$ cat config.mk
export PLATFORM = sky130hd
export DESIGN_NAME = sync_irq_ctrl
export DESIGN_NICKNAME = d
export VERILOG_FILES = /design/src/rtl/sync_irq_pkg.sv /design/src/rtl/sync_irq_regs.sv /design/src/rtl/sync_irq_arm.sv /design/src/rtl/sync_irq_status.sv /design/src/rtl/sync_irq_ctrl.sv
export SDC_FILE = /design/constraint.sdc
export NUM_CORES = 1
export LEC_CHECK = 0
export ABC_AREA = 1
export ABC_CLOCK_PERIOD_IN_PS = 2700
export CORE_ASPECT_RATIO = 0.75
export CORE_UTILIZATION = 40
export DETAILED_ROUTE_END_ITERATION = 7
export DONT_BUFFER_PORTS = 1
export PLACE_DENSITY_LB_ADDON = 0.12
export SLEW_MARGIN = 20
export SYNTH_ARGS = -nofsm -noshare
export SYNTH_HDL_FRONTEND = slang
export SYNTH_SLANG_ARGS = --single-unit
$ cat constraint.sdc
create_clock -name clk_i -period 2.7 [get_ports clk_i]
set_input_delay 0.675 -clock clk_i [delete_from_list [all_inputs] [get_ports clk_i]]
set_output_delay 0.675 -clock clk_i [all_outputs]
set_load 0.01 [all_outputs]
$ cat src/rtl/sync_irq_pkg.sv
package sync_irq_pkg;
  localparam int unsigned REG_W = 8;

  localparam int unsigned ADDR_STATUS   = 0;
  localparam int unsigned ADDR_MASK     = 1;
  localparam int unsigned ADDR_MODE     = 2;
  localparam int unsigned ADDR_CMP_BASE = 3;

  localparam int unsigned BIT_APES = 0;
  localparam int unsigned BIT_VPES = 1;
  localparam int unsigned BIT_SEQE = 3;
  localparam int unsigned BIT_ATS  = 6;
  localparam int unsigned BIT_VTS  = 7;

  localparam int unsigned MODE_W = 3;

  // channel index: 0 audio, 1 video
  localparam int unsigned NUM_CH = 2;
  localparam int unsigned CH_AUD = 0;
  localparam int unsigned CH_VID = 1;

  typedef enum logic {
    ARM_IDLE = 1'b0,
    ARM_WAIT = 1'b1
  } arm_state_e;
endpackage

$ cat src/rtl/sync_irq_regs.sv
module sync_irq_regs
  import sync_irq_pkg::*;
#(
  parameter int unsigned PTR_W  = 24,
  parameter int unsigned ADDR_W = 4
) (
  input  logic                          clk_i,
  input  logic                          rst_ni,
  input  logic                          wr_i,
  input  logic [ADDR_W-1:0]             addr_i,
  input  logic [REG_W-1:0]              wdata_i,
  output logic [REG_W-1:0]              rdata_o,
  output logic [REG_W-1:0]              mask_o,
  output logic [NUM_CH-1:0]             en_o,
  output logic [NUM_CH-1:0][PTR_W-1:0]  cmp_o
);
  localparam int unsigned NB     = (PTR_W + REG_W - 1) / REG_W;
  localparam int unsigned FLAT_W = NB * REG_W;

  logic [REG_W-1:0]                       mask_q;
  logic [MODE_W-1:0]                      mode_q;
  logic [NUM_CH-1:0][NB-1:0][REG_W-1:0]   cmp_q;

  always_ff @(posedge clk_i or negedge rst_ni) begin
    if (!rst_ni) begin
      mask_q <= '0;
      mode_q <= '0;
      cmp_q  <= '0;
    end else if (wr_i) begin
      if (addr_i == ADDR_W'(ADDR_MASK)) mask_q <= wdata_i;
      if (addr_i == ADDR_W'(ADDR_MODE)) mode_q <= wdata_i[MODE_W-1:0];
      for (int c = 0; c < NUM_CH; c++) begin
        for (int b = 0; b < NB; b++) begin
          if (addr_i == ADDR_W'(ADDR_CMP_BASE + c*NB + b)) cmp_q[c][b] <= wdata_i;
        end
      end
    end
  end

  always_comb begin
    rdata_o = '0;
    if (addr_i == ADDR_W'(ADDR_MASK)) rdata_o = mask_q;
    if (addr_i == ADDR_W'(ADDR_MODE)) rdata_o = REG_W'(mode_q);
    for (int c = 0; c < NUM_CH; c++) begin
      for (int b = 0; b < NB; b++) begin
        if (addr_i == ADDR_W'(ADDR_CMP_BASE + c*NB + b)) rdata_o = cmp_q[c][b];
      end
    end
  end

  assign mask_o       = mask_q;
  assign en_o[CH_VID] = mode_q[0];
  assign en_o[CH_AUD] = |mode_q[2:1];

  for (genvar c = 0; c < NUM_CH; c++) begin : g_cmp
    logic [FLAT_W-1:0] flat;
    assign flat     = cmp_q[c];
    assign cmp_o[c] = flat[PTR_W-1:0];
  end

  assert_mode_rsvd_R5: assert property (@(posedge clk_i) disable iff (!rst_ni)
    (wr_i && addr_i == ADDR_W'(ADDR_MODE)) |=> (en_o[CH_VID] == $past(wdata_i[0])));
endmodule

$ cat src/rtl/sync_irq_arm.sv
module sync_irq_arm
  import sync_irq_pkg::*;
#(
  parameter int unsigned PTR_W = 24
) (
  input  logic             clk_i,
  input  logic             rst_ni,
  input  logic             en_i,
  input  logic [PTR_W-1:0] ptr_i,
  input  logic [PTR_W-1:0] cmp_i,
  input  logic             code_i,
  output logic             fire_o
);
  logic       match, match_q, pulse;
  arm_state_e state_q, state_d;

  assign match = en_i && (ptr_i == cmp_i);
  assign pulse = match && !match_q;

  always_comb begin
    state_d = state_q;
    fire_o  = 1'b0;
    unique case (state_q)
      ARM_IDLE: if (pulse) state_d = ARM_WAIT;
      ARM_WAIT: begin
        if (!en_i) state_d = ARM_IDLE;
        else if (code_i) begin
          fire_o  = 1'b1;
          state_d = ARM_IDLE;
        end
      end
      default: state_d = ARM_IDLE;
    endcase
  end

  always_ff @(posedge clk_i or negedge rst_ni) begin
    if (!rst_ni) begin
      match_q <= 1'b0;
      state_q <= ARM_IDLE;
    end else begin
      match_q <= match;
      state_q <= state_d;
    end
  end

  assert_pulse_single_R6: assert property (@(posedge clk_i) disable iff (!rst_ni)
    pulse |=> !pulse);
  assert_no_arm_disabled_R11: assert property (@(posedge clk_i) disable iff (!rst_ni)
    (!en_i && state_q == ARM_IDLE) |=> state_q == ARM_IDLE);
  assert_disable_idle_R10: assert property (@(posedge clk_i) disable iff (!rst_ni)
    !en_i |=> state_q == ARM_IDLE);
  assert_rearm_ignored_R9: assert property (@(posedge clk_i) disable iff (!rst_ni)
    (state_q == ARM_WAIT && pulse && !code_i) |=> state_q == ARM_WAIT);
  assert_fire_from_wait_R7: assert property (@(posedge clk_i) disable iff (!rst_ni)
    (state_q == ARM_IDLE) |-> !fire_o);
endmodule

$ cat src/rtl/sync_irq_status.sv
module sync_irq_status
  import sync_irq_pkg::*;
(
  input  logic             clk_i,
  input  logic             rst_ni,
  input  logic [REG_W-1:0] set_i,
  input  logic             rd_clr_i,
  input  logic [REG_W-1:0] mask_i,
  output logic [REG_W-1:0] status_o,
  output logic             irq_no
);
  logic [REG_W-1:0] status_q;
  logic             irq_nq;

  always_ff @(posedge clk_i or negedge rst_ni) begin
    if (!rst_ni) begin
      status_q <= '0;
      irq_nq   <= 1'b1;
    end else begin
      status_q <= (rd_clr_i ? '0 : status_q) | set_i;
      irq_nq   <= ~|(status_q & ~mask_i);
    end
  end

  assign status_o = status_q;
  assign irq_no   = irq_nq;

  for (genvar b = 0; b < REG_W; b++) begin : g_bit
    assert_set_wins_R3: assert property (@(posedge clk_i) disable iff (!rst_ni)
      set_i[b] |=> status_o[b]);
  end

  assert_rd_clear_R2: assert property (@(posedge clk_i) disable iff (!rst_ni)
    (rd_clr_i && set_i == '0) |=> status_o == '0);
  assert_irq_active_R4: assert property (@(posedge clk_i) disable iff (!rst_ni)
    (|(status_o & ~mask_i)) |=> !irq_no);
  assert_irq_quiet_R4: assert property (@(posedge clk_i) disable iff (!rst_ni)
    ((status_o & ~mask_i) == '0) |=> irq_no);
endmodule

$ cat src/rtl/sync_irq_ctrl.sv
module sync_irq_ctrl
  import sync_irq_pkg::*;
#(
  parameter int unsigned PTR_W  = 24,
  parameter int unsigned ADDR_W = 4
) (
  input  logic              clk_i,
  input  logic              rst_ni,
  input  logic [ADDR_W-1:0] reg_addr_i,
  input  logic              reg_wr_i,
  input  logic              reg_rd_i,
  input  logic [REG_W-1:0]  reg_wdata_i,
  output logic [REG_W-1:0]  reg_rdata_o,
  input  logic              aud_pes_i,
  input  logic              vid_pes_i,
  input  logic              seq_end_i,
  input  logic              aud_sync_i,
  input  logic              pic_start_i,
  input  logic [PTR_W-1:0]  rd_ptr_i,
  output logic              irq_no
);
  logic [REG_W-1:0]              mask, status, regs_rdata, set_vec;
  logic [NUM_CH-1:0]             ch_en, ch_code, ch_fire;
  logic [NUM_CH-1:0][PTR_W-1:0]  ch_cmp;
  logic                          sel_status, rd_clr;

  assign sel_status = (reg_addr_i == ADDR_W'(ADDR_STATUS));
  assign rd_clr     = reg_rd_i && sel_status;

  sync_irq_regs #(.PTR_W(PTR_W), .ADDR_W(ADDR_W)) regs_i (
    .clk_i   (clk_i),
    .rst_ni  (rst_ni),
    .wr_i    (reg_wr_i),
    .addr_i  (reg_addr_i),
    .wdata_i (reg_wdata_i),
    .rdata_o (regs_rdata),
    .mask_o  (mask),
    .en_o    (ch_en),
    .cmp_o   (ch_cmp)
  );

  assign ch_code[CH_AUD] = aud_sync_i;
  assign ch_code[CH_VID] = pic_start_i;

  for (genvar c = 0; c < NUM_CH; c++) begin : g_ch
    sync_irq_arm #(.PTR_W(PTR_W)) arm_i (
      .clk_i  (clk_i),
      .rst_ni (rst_ni),
      .en_i   (ch_en[c]),
      .ptr_i  (rd_ptr_i),
      .cmp_i  (ch_cmp[c]),
      .code_i (ch_code[c]),
      .fire_o (ch_fire[c])
    );
  end

  always_comb begin
    set_vec           = '0;
    set_vec[BIT_APES] = aud_pes_i;
    set_vec[BIT_VPES] = vid_pes_i;
    set_vec[BIT_SEQE] = seq_end_i;
    set_vec[BIT_ATS]  = ch_fire[CH_AUD];
    set_vec[BIT_VTS]  = ch_fire[CH_VID];
  end

  sync_irq_status status_i (
    .clk_i    (clk_i),
    .rst_ni   (rst_ni),
    .set_i    (set_vec),
    .rd_clr_i (rd_clr),
    .mask_i   (mask),
    .status_o (status),
    .irq_no   (irq_no)
  );

  assign reg_rdata_o = sel_status ? status : regs_rdata;

  assert_rsvd_zero_R1: assert property (@(posedge clk_i) disable iff (!rst_ni)
    (sel_status && reg_rd_i) |-> (reg_rdata_o[2] == 1'b0 && reg_rdata_o[5:4] == 2'b00));
  assert_status_wr_ignored_R2: assert property (@(posedge clk_i) disable iff (!rst_ni)
    (reg_wr_i && sel_status && !reg_rd_i && set_vec == '0) |=> $stable(status));
endmodule

# Word-level counts from Yosys, hierarchy flattened
# Index checks and enable logic that the tools add are counted.
dict set report word_totals {
  regBits 72
  inputBits 45
  out_inout_bits 9
  wordCells 72
}
dict set report classes {
  eq_ne 10
  mux 24
  bitwise_logic 5
  n_reduce_logical 19
}
# op n
set op_table {}
lappend op_table {{two-way mux 8 bit} 10}
lappend op_table {{== test 24 bit} 2}
lappend op_table {{== test 4 x 3 -> 1 bit, second input constant} 4}
lappend op_table {{AND reduction 2 bit} 8}
lappend op_table {{two-way mux 1 bit} 12}
lappend op_table {{bitwise AND 8 bit} 1}
lappend op_table {{== test 4 x 2 -> 1 bit, second input constant} 2}
lappend op_table {{NOT 8 bit} 1}
lappend op_table {{OR 8 bit} 1}
lappend op_table {{OR reduction 8 bit} 1}
lappend op_table {{logical AND 1 bit} 5}
lappend op_table {{== test 4 x 1 -> 1 bit, second input constant} 1}
lappend op_table {{== test 4 bit, second input constant} 1}
lappend op_table {{zero test 4 bit} 1}
lappend op_table {{case mux 1 bit (2 select lines)} 2}
lappend op_table {{zero test 1 bit} 3}
lappend op_table {{NOT 1 bit} 2}
lappend op_table {{OR reduction 2 bit} 1}

# Depth between registers and ports, before layout
# Gate-level depths: netlist of run 1.
dict set report depth {
  depth_word 10
  mapped_depth 10
  mapped_depth_nobuf 10
}

# Hierarchy
# A second synthesis of run 1 with hierarchy kept.
dict set report hier_totals {
  cells_unflattened 736
  hier_area_um2 4735.8
}
# module n_inst cells_each area_per_inst_um2 seq_area_each_um2
set by_module_without_submodules {}
lappend by_module_without_submodules {sync_irq_regs 1 327 2736.4 1476.4}
lappend by_module_without_submodules {sync_irq_arm 2 163 714.4 50.0}
lappend by_module_without_submodules {sync_irq_status 1 53 422.9 226.5}
lappend by_module_without_submodules {sync_irq_ctrl 1 30 147.6 0.0}

# Worst setup path before layout of run 1
# No wires, ideal clock.
dict set report synth_timing {
  path_kind {in2out}
  from {input port reg_addr_i[2]}
  to {output port reg_rdata_o[4]}
  t_arrival_ns 1.472
  required_time_ns 2.025
  setup_slack_ns 0.553
  cell_stages 8
  n_path_buf 0
  path_cell_list {inv_2 nor2_4 nand2_2 inv_2 nand2_1 nand4_1 nand2_1 a21oi_1}
}
dict set report synth_between {
  elab_chain_len 10
  elab_cells_between_ends 18
  cone_classes {eq/ne (8); mux (9); reduce/logical (1)}
}
# element line
set synth_rtl {}
lappend synth_rtl {{from (decl)} sync_irq_ctrl.sv:9} ;# input logic [ADDR_W-1:0] reg_addr_i,
lappend synth_rtl {{== test 4 x 1 -> 1 bit} sync_irq_regs.sv:42} ;# if (addr_i == ADDR_W'(ADDR_MASK)) rdata_o = mask_q;
lappend synth_rtl {{two-way mux 8 bit} sync_irq_regs.sv:42}
lappend synth_rtl {{two-way mux 8 bit} sync_irq_regs.sv:43} ;# if (addr_i == ADDR_W'(ADDR_MODE)) rdata_o = REG_W'(mode_q);
lappend synth_rtl {{two-way mux 8 bit (6 in a row)} sync_irq_regs.sv:46} ;# if (addr_i == ADDR_W'(ADDR_CMP_BASE + c*NB + b)) rdata_o = cmp_q[c][b];
lappend synth_rtl {{two-way mux 8 bit (*)} sync_irq_ctrl.sv:76} ;# assign reg_rdata_o = sel_status ? status : regs_rdata;
lappend synth_rtl {{to (decl)} sync_irq_ctrl.sv:13} ;# output logic [REG_W-1:0] reg_rdata_o,
# Every way passes the cells marked *; elsewhere a longest branch is shown, timed or not.

# Worst setup path after layout of run 1
dict set report layout_timing {
  from {input port reg_addr_i[0]}
  to {output port reg_rdata_o[4]}
}
# The elaborated chain is that of the path after synthesis.

==> results of run 1 <==
-- cells by family (layout without fill, tap and decap cells) --
kind of cell / count (synthesis) / in the layout / synth area share, %
buffers and inverters: 91 / 101 / 9.035
XOR/XNOR: 18 / 18 / 3.684
AND/OR/NAND/NOR: 344 / 344 / 35.70
flip-flops: 69 / 69 / 40.38
AO/OA/AOI/OAI: 85 / 85 / 11.20
-- registers in the layout (all words and copies together), names as in the netlist --
register,cells
regs_i.mode_q,3
regs_i.mask_o,8
g_ch.arm_i.match_q,2
status_i.status_o,5
g_ch.arm_i.state_q,2
status_i.irq_no,1
regs_i.cmp_o,48
-- where the power goes --
part           internal, mW  switching (mW)
clock network         0.722           0.436
registers              1.22           0.207
logic                 0.267           0.482
-- placed cells by master (no fill, tap or decap) --
master / synthesis / routed
nor3b_1: 2 / 2
nand2_1: 199 / 199
nor2_2: 2 / 2
buf_4: 2 / 4
clkbuf_8: 0 / 4
xnor2_1: 11 / 11
a21boi_0: 1 / 1
nor3_1: 3 / 3
dfrtp_1: 68 / 68
inv_2: 7 / 7
a21oi_1: 3 / 3
o211ai_1: 3 / 3
dfstp_2: 1 / 1
nand3_1: 35 / 35
nand2_4: 3 / 3
clkbuf_16: 0 / 9
nand2_2: 8 / 8
nand3_2: 1 / 1
nor4_1: 1 / 1
inv_1: 72 / 72
nor2_4: 3 / 3
nand4_1: 23 / 23
o21bai_1: 3 / 3
nor2_1: 53 / 53
o21ai_1: 24 / 24
clkbuf_1: 0 / 2
nand3b_1: 2 / 2
o22ai_1: 2 / 2
o21ai_0: 40 / 40
o21ai_2: 9 / 9
nand3_4: 1 / 1
clkinv_2: 2 / 3
xor2_1: 7 / 7
or2_2: 6 / 6
nor3_2: 1 / 1
and3_1: 1 / 1
-- worst paths after layout --
path	endpoint	slack, ns	cells past startpoint
min	regs_i.cmp_o[11]$_DFFE_PN0P_	0.03	0
min in group clk_i	status_i.status_o[1]$_DFF_PN0_	0.46	1
max in group asynchronous	status_i.irq_no$_DFF_PN1_	2.44	0
max reg2reg	g_ch[0].arm_i.state_q$_DFF_PN0_	1.27	7
max	reg_rdata_o[4]	0.27	8
min reg2reg	regs_i.mask_o[4]$_DFFE_PN0P_	0.50	2
-- synth_stat cells --
cell / number
inv_1: 72
nor2_4: 3
buf_2: 4
nand4_1: 23
a21boi_0: 1
xnor2_1: 11
dfrtp_1: 68
nand2_1: 199
nor2_2: 2
o21ai_0: 40
dfstp_2: 1
nor3b_1: 2
nand3_4: 1
nor3_2: 1
o21ai_2: 9
o21ai_1: 24
nand3_1: 35
nand2_4: 3
o211ai_1: 3
clkinv_2: 2
nand3_2: 1
o22ai_1: 2
inv_2: 7
and3_1: 1
buf_4: 2
nor3_1: 3
nand2_2: 8
nor4_1: 1
nor2_1: 53
o21bai_1: 3
nand3b_1: 2
xor2_1: 7
or2_2: 6
buf_6: 4
a21oi_1: 3
-- layer usage --
metal | up-vias | part of all wire (%) | global-route usage, %
met4 | 0 | 1.0 | 6.276
met1 | 1922 | 49 | 45.06
met5 | - | 0 | 0
li1 | 1942 | - | -
met3 | 18 | 9.8 | 8.480
met2 | 174 | 41 | 41.19
-- worst max-delay path, delay by kind of cell --
family | cells | cell delay, ns
AOI/OAI and AO/OA | 1 | 0.26
buffers and inverters | 2 | 0.14
and+or+nand+nor | 5 | 0.70
-- metrics by stage --
| stage | hold WS (ns) | setup slack, ns | utilization (%) | instances |
|---|---|---|---|---|
| 2_1_floorplan | 0.3794 | 0.5533 | - | 607 |
| 3_3_place_gp | 0.3811 | 0.3313 | 42.59 | 737 |
| 3_5_place_dp | 0.3813 | 0.3042 | 42.59 | 737 |
| 4_1_cts | 0.02334 | 0.3023 | 45.42 | 753 |
| 5_1_grt | 0.02063 | 0.2002 | 45.42 | 753 |
| 6_report | 0.03022 | 0.2709 | 45.42 | 753 |
-- area by class of cell --
cell class	count	area, um2
clock buffers	15	287.8
clock inverters	1	5.005
fillers	1074	5638
inverters	81	306.5
multi-input cells	447	2165
flip-flops and latches	69	1728
well taps	136	170.2
repair buffers	4	30.03
==> metrics, run 1 <==
CP Capture Type=primary output; Hold Crit Class=primary input to async pin; DRT Pass-1 Iters=5; vias per inst=5.386; dominant cells by area after synthesis=dfrtp_1, nand2_1, inv_1; RSZ-0062 raised after global routing=false; max_cap viols=0; die area=0.01112 mm2; I/O Pins=54; antenna cells=0; total setup buffers inserted after CTS=0; post-CTS sizing=0; total track usage=29.77%; worst r2r src=regs_i.cmp_o[6]$_DFFE_PN0P_; Skew-Pair Late Insertion Delay=0.34 ns; CP Launch Point=reg_addr_i[0]; layout overhead on the synthesized area=9.649%; placed inst area=0.004399 mm2; DP HPWL=12.28 mm; Clock Sink Count=69; Worst VDD drop=0.0003389 V; FMAX=411.7 MHz; static leakage=2.346 nW; largest net degree at the start of global routing=70; top-area cell type share of the netlist area=39.77%; die height=91.58 um; number of synthesized register bits=69; min cycle time layout=2.429 ns; start-to-end type of the worst setup path=primary input to primary output; Startpoint Class=primary input; grt total ovfl=0; Starting Density=41.42%; TritonCTS clock tree=yes; CTS root buf=clkbuf_16; Syn Inst Count=607; run status=finished, final reports clean; Final Skew=0.006127 ns; Yosys cell types=35; setup TNS=0 ns; DRC=0; syn_nets=652; Final Max Slew Viols=0; Core Area=0.01033 mm2; Worst-path clk slew=0.06 ns; crit path max fanout=7; # rows=32; H-Tree Depth=3; global-route wire length before repair=23.34 mm; slowest cell delay on critical path=0.29 ns; worst slew pin tran=0.5711 ns; synth warn=0; syn_area_per_cell=7.050 um2; WL/cell=20.84 um; final hold vios=0; Power Density=711.2 mW/mm2; register area share after synthesis=40.38%; initial antenna violation count=0; layout cells sized above 1=10.05%; Design Area, Final=0.004692 mm2; port buffer count=0; die width=121.4 um; total CTS buffers=9; hold_buf cts=0; critical-path cell list=inv_2 > nor2_2 > nand2_2 > inv_2 > nand2_1 > nand4_1 > nand2_1 > a21oi_1; RePlAce Congestion=0.9408; nets=657; final wirelength=15.69 mm; Routed Antenna Nets=0; Final setup viols=0; Final Cycle Share=89.96%; cell taking the most area after synthesis=dfrtp_1; Worst Path Required=2.03 ns; worst-case clock buffer depth=2; vias after detailed routing=4056; Worst Path Arrival=1.75 ns; Tot Pwr=3.337 mW; Syn Std Cell Area=0.004279 mm2; CP max stage cell=nor2_2; number of global-route vias before repair=3851; Slew HR=61.88%; DRT iter0 DRCs=436
(Power assumes the default switching activity.)
==> inputs of run 2 (changes only) <==
Settings changed: MAX_ROUTING_LAYER set to met4.
==> metrics, run 2 (synthesis results as in run 1) <==
run status=finished, final reports clean; start-to-end type of the worst setup path=primary input to primary output; worst r2r src=regs_i.cmp_o[6]$_DFFE_PN0P_; crit path max fanout=7; number of global-route vias before repair=3893; Hold Crit Class=primary input to async pin; Final Cycle Share=88.70%; vias after detailed routing=4043; nets=657; max_cap viols=0; largest net degree at the start of global routing=70; total CTS buffers=9; antenna cells=0; Skew-Pair Late Insertion Delay=0.34 ns; reg-to-reg endpoint=g_ch[0].arm_i.state_q$_DFF_PN0_; Final Skew=0.005614 ns; Reg power frac=43.1%; DP HPWL=12.29 mm; Routed Antenna Nets=0; Internal Power=2.182 mW; grt total ovfl=0; Worst-path clk slew=0.05 ns; Final setup viols=0; Sw Pwr=1.126 mW; layout overhead on the synthesized area=9.328%; power share of the clock group=34.2%; RePlAce Congestion=0.9838; Worst Path Arrival=1.72 ns; post-CTS sizing=0; WL/cell=20.68 um; hold_buf cts=0; Slew HR=62.03%; DRT iter0 DRCs=370; port buffer count=0; Worst VDD drop=0.0003432 V; final hold vios=0; CTS root buf=clkbuf_16; Startpoint Class=primary input; RSZ-0062 raised after global routing=false; total setup buffers inserted after CTS=0; Worst Path Required=2.03 ns; most frequent cells in the layout=nand2_1, inv_1, dfrtp_1; vias per inst=5.376; static leakage=2.339 nW; I/O Pins=54; DRT Pass-1 Iters=5; Final Max Slew Viols=0; Clock Sink Count=69; initial antenna violation count=0; setup TNS=0 ns; switching share of total power=34.04%; final worst setup slack=0.3051 ns; TritonCTS clock tree=yes; layout cells sized above 1=9.903%; Tot Pwr=3.308 mW; FMAX=417.5 MHz; die width=121.4 um; total track usage=30.83%; H-Tree Depth=3; Worst Reg-to-Reg Cells=7; most common cell after layout, fill and taps aside=nand2_1; number of fill cells=1116; final wirelength=15.55 mm; worst slack, placed=0.3149 ns; worst slew pin tran=0.5689 ns; CP Capture Type=primary output; reg2reg setup slack=1.26 ns; Starting Density=41.42%; # rows=32; min cycle time layout=2.395 ns; Core Area=0.01033 mm2; global-route wire length before repair=23.57 mm; DRC=0; Power Density=707.1 mW/mm2; max reg flops=48; Comb pwr share=22.7%; worst-case clock buffer depth=2; die height=91.58 um; die area=0.01112 mm2
-- run 2: cell count changes in the layout (fill, tap and decap cells not counted), sizes merged --
| cell | delta |
|---|---|
| clkbuf | -1 |
-- run 2: per-layer routing --
| metal | track usage (%) | vias up | routed length [um] |
|---|---|---|---|
| met5 | - | - | 0 |
| met4 | 8.745 | 0 | 281 |
| met3 | 9.548 | 19 | 1500 |
| met2 | 40.15 | 164 | 6179 |
| met1 | 44.85 | 1916 | 7587 |
| li1 | - | 1944 | - |
-- run 2: power groups by stage --
| stage | Combinational (mW) | Sequential [mW] | Clock (mW) |
|---|---|---|---|
| after floorplan | 0.540 | 1.37 | 0 |
| after global placement | 0.728 | 1.44 | 0 |
| after detailed placement | 0.735 | 1.44 | 0 |
| after CTS | 0.738 | 1.42 | 1.15 |
| after global routing | 0.843 | 1.45 | 1.19 |
| final | 0.751 | 1.43 | 1.13 |
-- run 2: how the worst max path moves through the flow --
stage	startpoint	endpoint	slack (ns)	cells past startpoint
after floorplan	reg_addr_i[2]	reg_rdata_o[4]	0.55	8
after global placement	reg_addr_i[2]	reg_rdata_o[4]	0.34	8
after detailed placement	reg_addr_i[0]	reg_rdata_o[4]	0.31	8
after CTS	reg_addr_i[0]	reg_rdata_o[4]	0.31	8
final	reg_addr_i[0]	reg_rdata_o[3]	0.31	9
after global routing	reg_addr_i[2]	reg_rdata_o[4]	0.21	8
-- run 2: area by class of cell --
cell class	count	area (um2)	share of cell area (%)
multi-input combinational	447	2165	46.27
clock inverter	1	5.005	0.1070
timing repair buffer	4	30.03	0.6419
clock buffer	14	274.0	5.857
tap	136	170.2	3.637
sequential	69	1728	36.94
inverter	81	306.5	6.553
-- run 2: critical path, cell delays in order --
cell and delay (ns):
inv_2 0.02, nor2_2 0.26, buf_4 0.20, nand3_1 0.07, o21ai_0 0.12, nor2_1 0.07, nand2_1 0.06, nand2_1 0.09
nand4_1 0.17
-- run 2: metrics by stage --
stage | util (%) | cell area, um2 | std cells | hold slack, ns
global route | 45.29 | 4678 | 752 | 0.02312
global placement | 42.59 | 4399 | 737 | 0.3812
detailed placement | 42.59 | 4399 | 737 | 0.3811
floorplan | - | 4279 | 607 | 0.3794
finish | 45.29 | 4678 | 752 | 0.03389
CTS | 45.29 | 4678 | 752 | 0.02467
==> inputs of run 3 (changes only) <==
Settings changed: CORE_UTILIZATION 40 to 65.
==> metrics, run 3 (synthesis results as in run 1) <==
run status=finished, final reports clean; vias after detailed routing=4298; # rows=25; Internal Power=2.133 mW; grt total ovfl=0; Top delay family on crit path=simple AND/OR/NAND/NOR gates; Tot Pwr=3.273 mW; number of fill cells=521; switching share of total power=34.84%; H-Tree Depth=3; DRT Pass-1 Iters=6; final hold vios=0; Starting Density=67.72%; Final Max Slew Viols=0; port buffer count=0; DRT iter0 DRCs=428; largest net degree at the start of global routing=56; setup TNS=0 ns; CP most frequent cell=o21ai_0; reg-to-reg endpoint=g_ch[1].arm_i.state_q$_DFF_PN0_; uppermost routed layer=met4; TritonCTS clock tree=yes; Final Cycle Share=92.21%; layout overhead on the synthesized area=8.070%; layout cells sized above 1=10.00%; Core Area=0.006319 mm2; FMAX=401.7 MHz; die area=0.006915 mm2; initial antenna violation count=0; most common cell after layout, fill and taps aside=nand2_1; Final setup viols=0; Worst VDD drop=0.0004950 V; nets=660; critical-path cell list=nor2_4 > nand2_2 > o21ai_0 > nor2_1 > nand3_1 > o21ai_0 > inv_1; min cycle time layout=2.490 ns; CTS root buf=clkbuf_8; start-to-end type of the worst setup path=primary input to primary output; Hold Slack=0.01220 ns; Final Core Density=73.19%; Clock Sink Count=69; Reg power frac=44.0%; max_cap viols=0; Routed Antenna Nets=0; Startpoint Class=primary input; number of global-route vias before repair=3791; CP Capture Type=primary output; Hold Crit Class=primary input to async pin; final wirelength=14.75 mm; Worst Path Buf+Inv=1; Worst-path clk slew=0.07 ns; CP max stage cell=nor2_4; die height=72.27 um; total track usage=44.97%; Comb pwr share=23.3%; Sw Pwr=1.140 mW; RSZ-0062 raised after global routing=false; Worst Reg-to-Reg Cells=7; most frequent cells in the layout=nand2_1, inv_1, dfrtp_1; total CTS buffers=9; Worst Path Arrival=1.81 ns; DP HPWL=10.68 mm; worst r2r src=regs_i.cmp_o[30]$_DFFE_PN0P_; global-route wire length before repair=20.82 mm; Power Density=707.7 mW/mm2; worst slew pin tran=0.8446 ns; power share of the clock group=32.7%; vias per inst=6.131; Skew-Pair Late Insertion Delay=0.36 ns; Final Skew=0.009479 ns; DRC=0; slowest cell delay on critical path=0.31 ns; worst-case clock buffer depth=2; Slew HR=43.51%; routed wl met2=5.931 mm; I/O Pins=54; WL/cell=21.05 um; RePlAce Congestion=1.071; static leakage=2.340 nW; crit path max fanout=17; Worst Path Required=2.03 ns; die width=95.69 um; Post-Route M1 WL=6.177 mm; reg2reg setup slack=1.32 ns; met3 WL=2.142 mm; WP depth=7; antenna cells=0; max reg flops=48
==> run 3: changes by cell type in the layout (fill, tap and decap cells not counted), sizes merged <==
cell	previous run	this run
clkbuf	14	11
dlygate4sd3	0	4
buf	4	3
bufinv	0	3
clkinv	3	4
==> run 3: worst max path at each step <==
stage / endpoint / start / slack [ns]
2_1_floorplan: reg_rdata_o[4] / reg_addr_i[2] / 0.55
3_3_place_gp: reg_rdata_o[5] / reg_addr_i[3] / 0.34
3_5_place_dp: reg_rdata_o[5] / reg_addr_i[3] / 0.30
4_1_cts: reg_rdata_o[5] / reg_addr_i[3] / 0.28
5_1_grt: reg_rdata_o[5] / reg_addr_i[3] / 0.09
6_report: reg_rdata_o[5] / reg_addr_i[3] / 0.21
==> run 3: timing repair <==
action | CTS | global route
gates resized for setup | 0 | 0
buffers inserted | 0 | 0
endpoints found under the hold margin | 13 | 30
hold buffers | 2 | 3
==> run 3: through the flow <==
stage	area, um2	setup WS, ns	std cells
6_report	4624	0.2104	701
5_1_grt	4624	0.08919	701
4_1_cts	4584	0.2825	698
3_5_place_dp	4315	0.2964	680
3_3_place_gp	4315	0.3387	680
2_1_floorplan	4279	0.5533	607
==> run 3: final cells by class <==
class,instances,area [um2],area share (%)
Inverter,81,306.5,6.629
Sequential cell,69,1728,37.36
Clock inverter,5,107.6,2.327
Multi-Input combinational cell,447,2165,46.81
Tap cell,81,101.3,2.192
Timing Repair Buffer,7,75.07,1.623
Clock buffer,11,141.4,3.057
==> run 3: layer usage <==
metal,track usage [%],vias up
li1,-,1956
met1,61.95,2001
met2,59.52,298
met3,18.34,43
met4,15.42,0
met5,-,-
==> run 3: power by group through the flow <==
stage / sequential [mW] / clock [mW] / combinational [mW]
2_1_floorplan: 1.37 / 0 / 0.540
3_3_place_gp: 1.44 / 0 / 0.679
3_5_place_dp: 1.45 / 0 / 0.700
4_1_cts: 1.43 / 1.06 / 0.713
5_1_grt: 1.45 / 1.10 / 0.840
6_report: 1.44 / 1.07 / 0.763
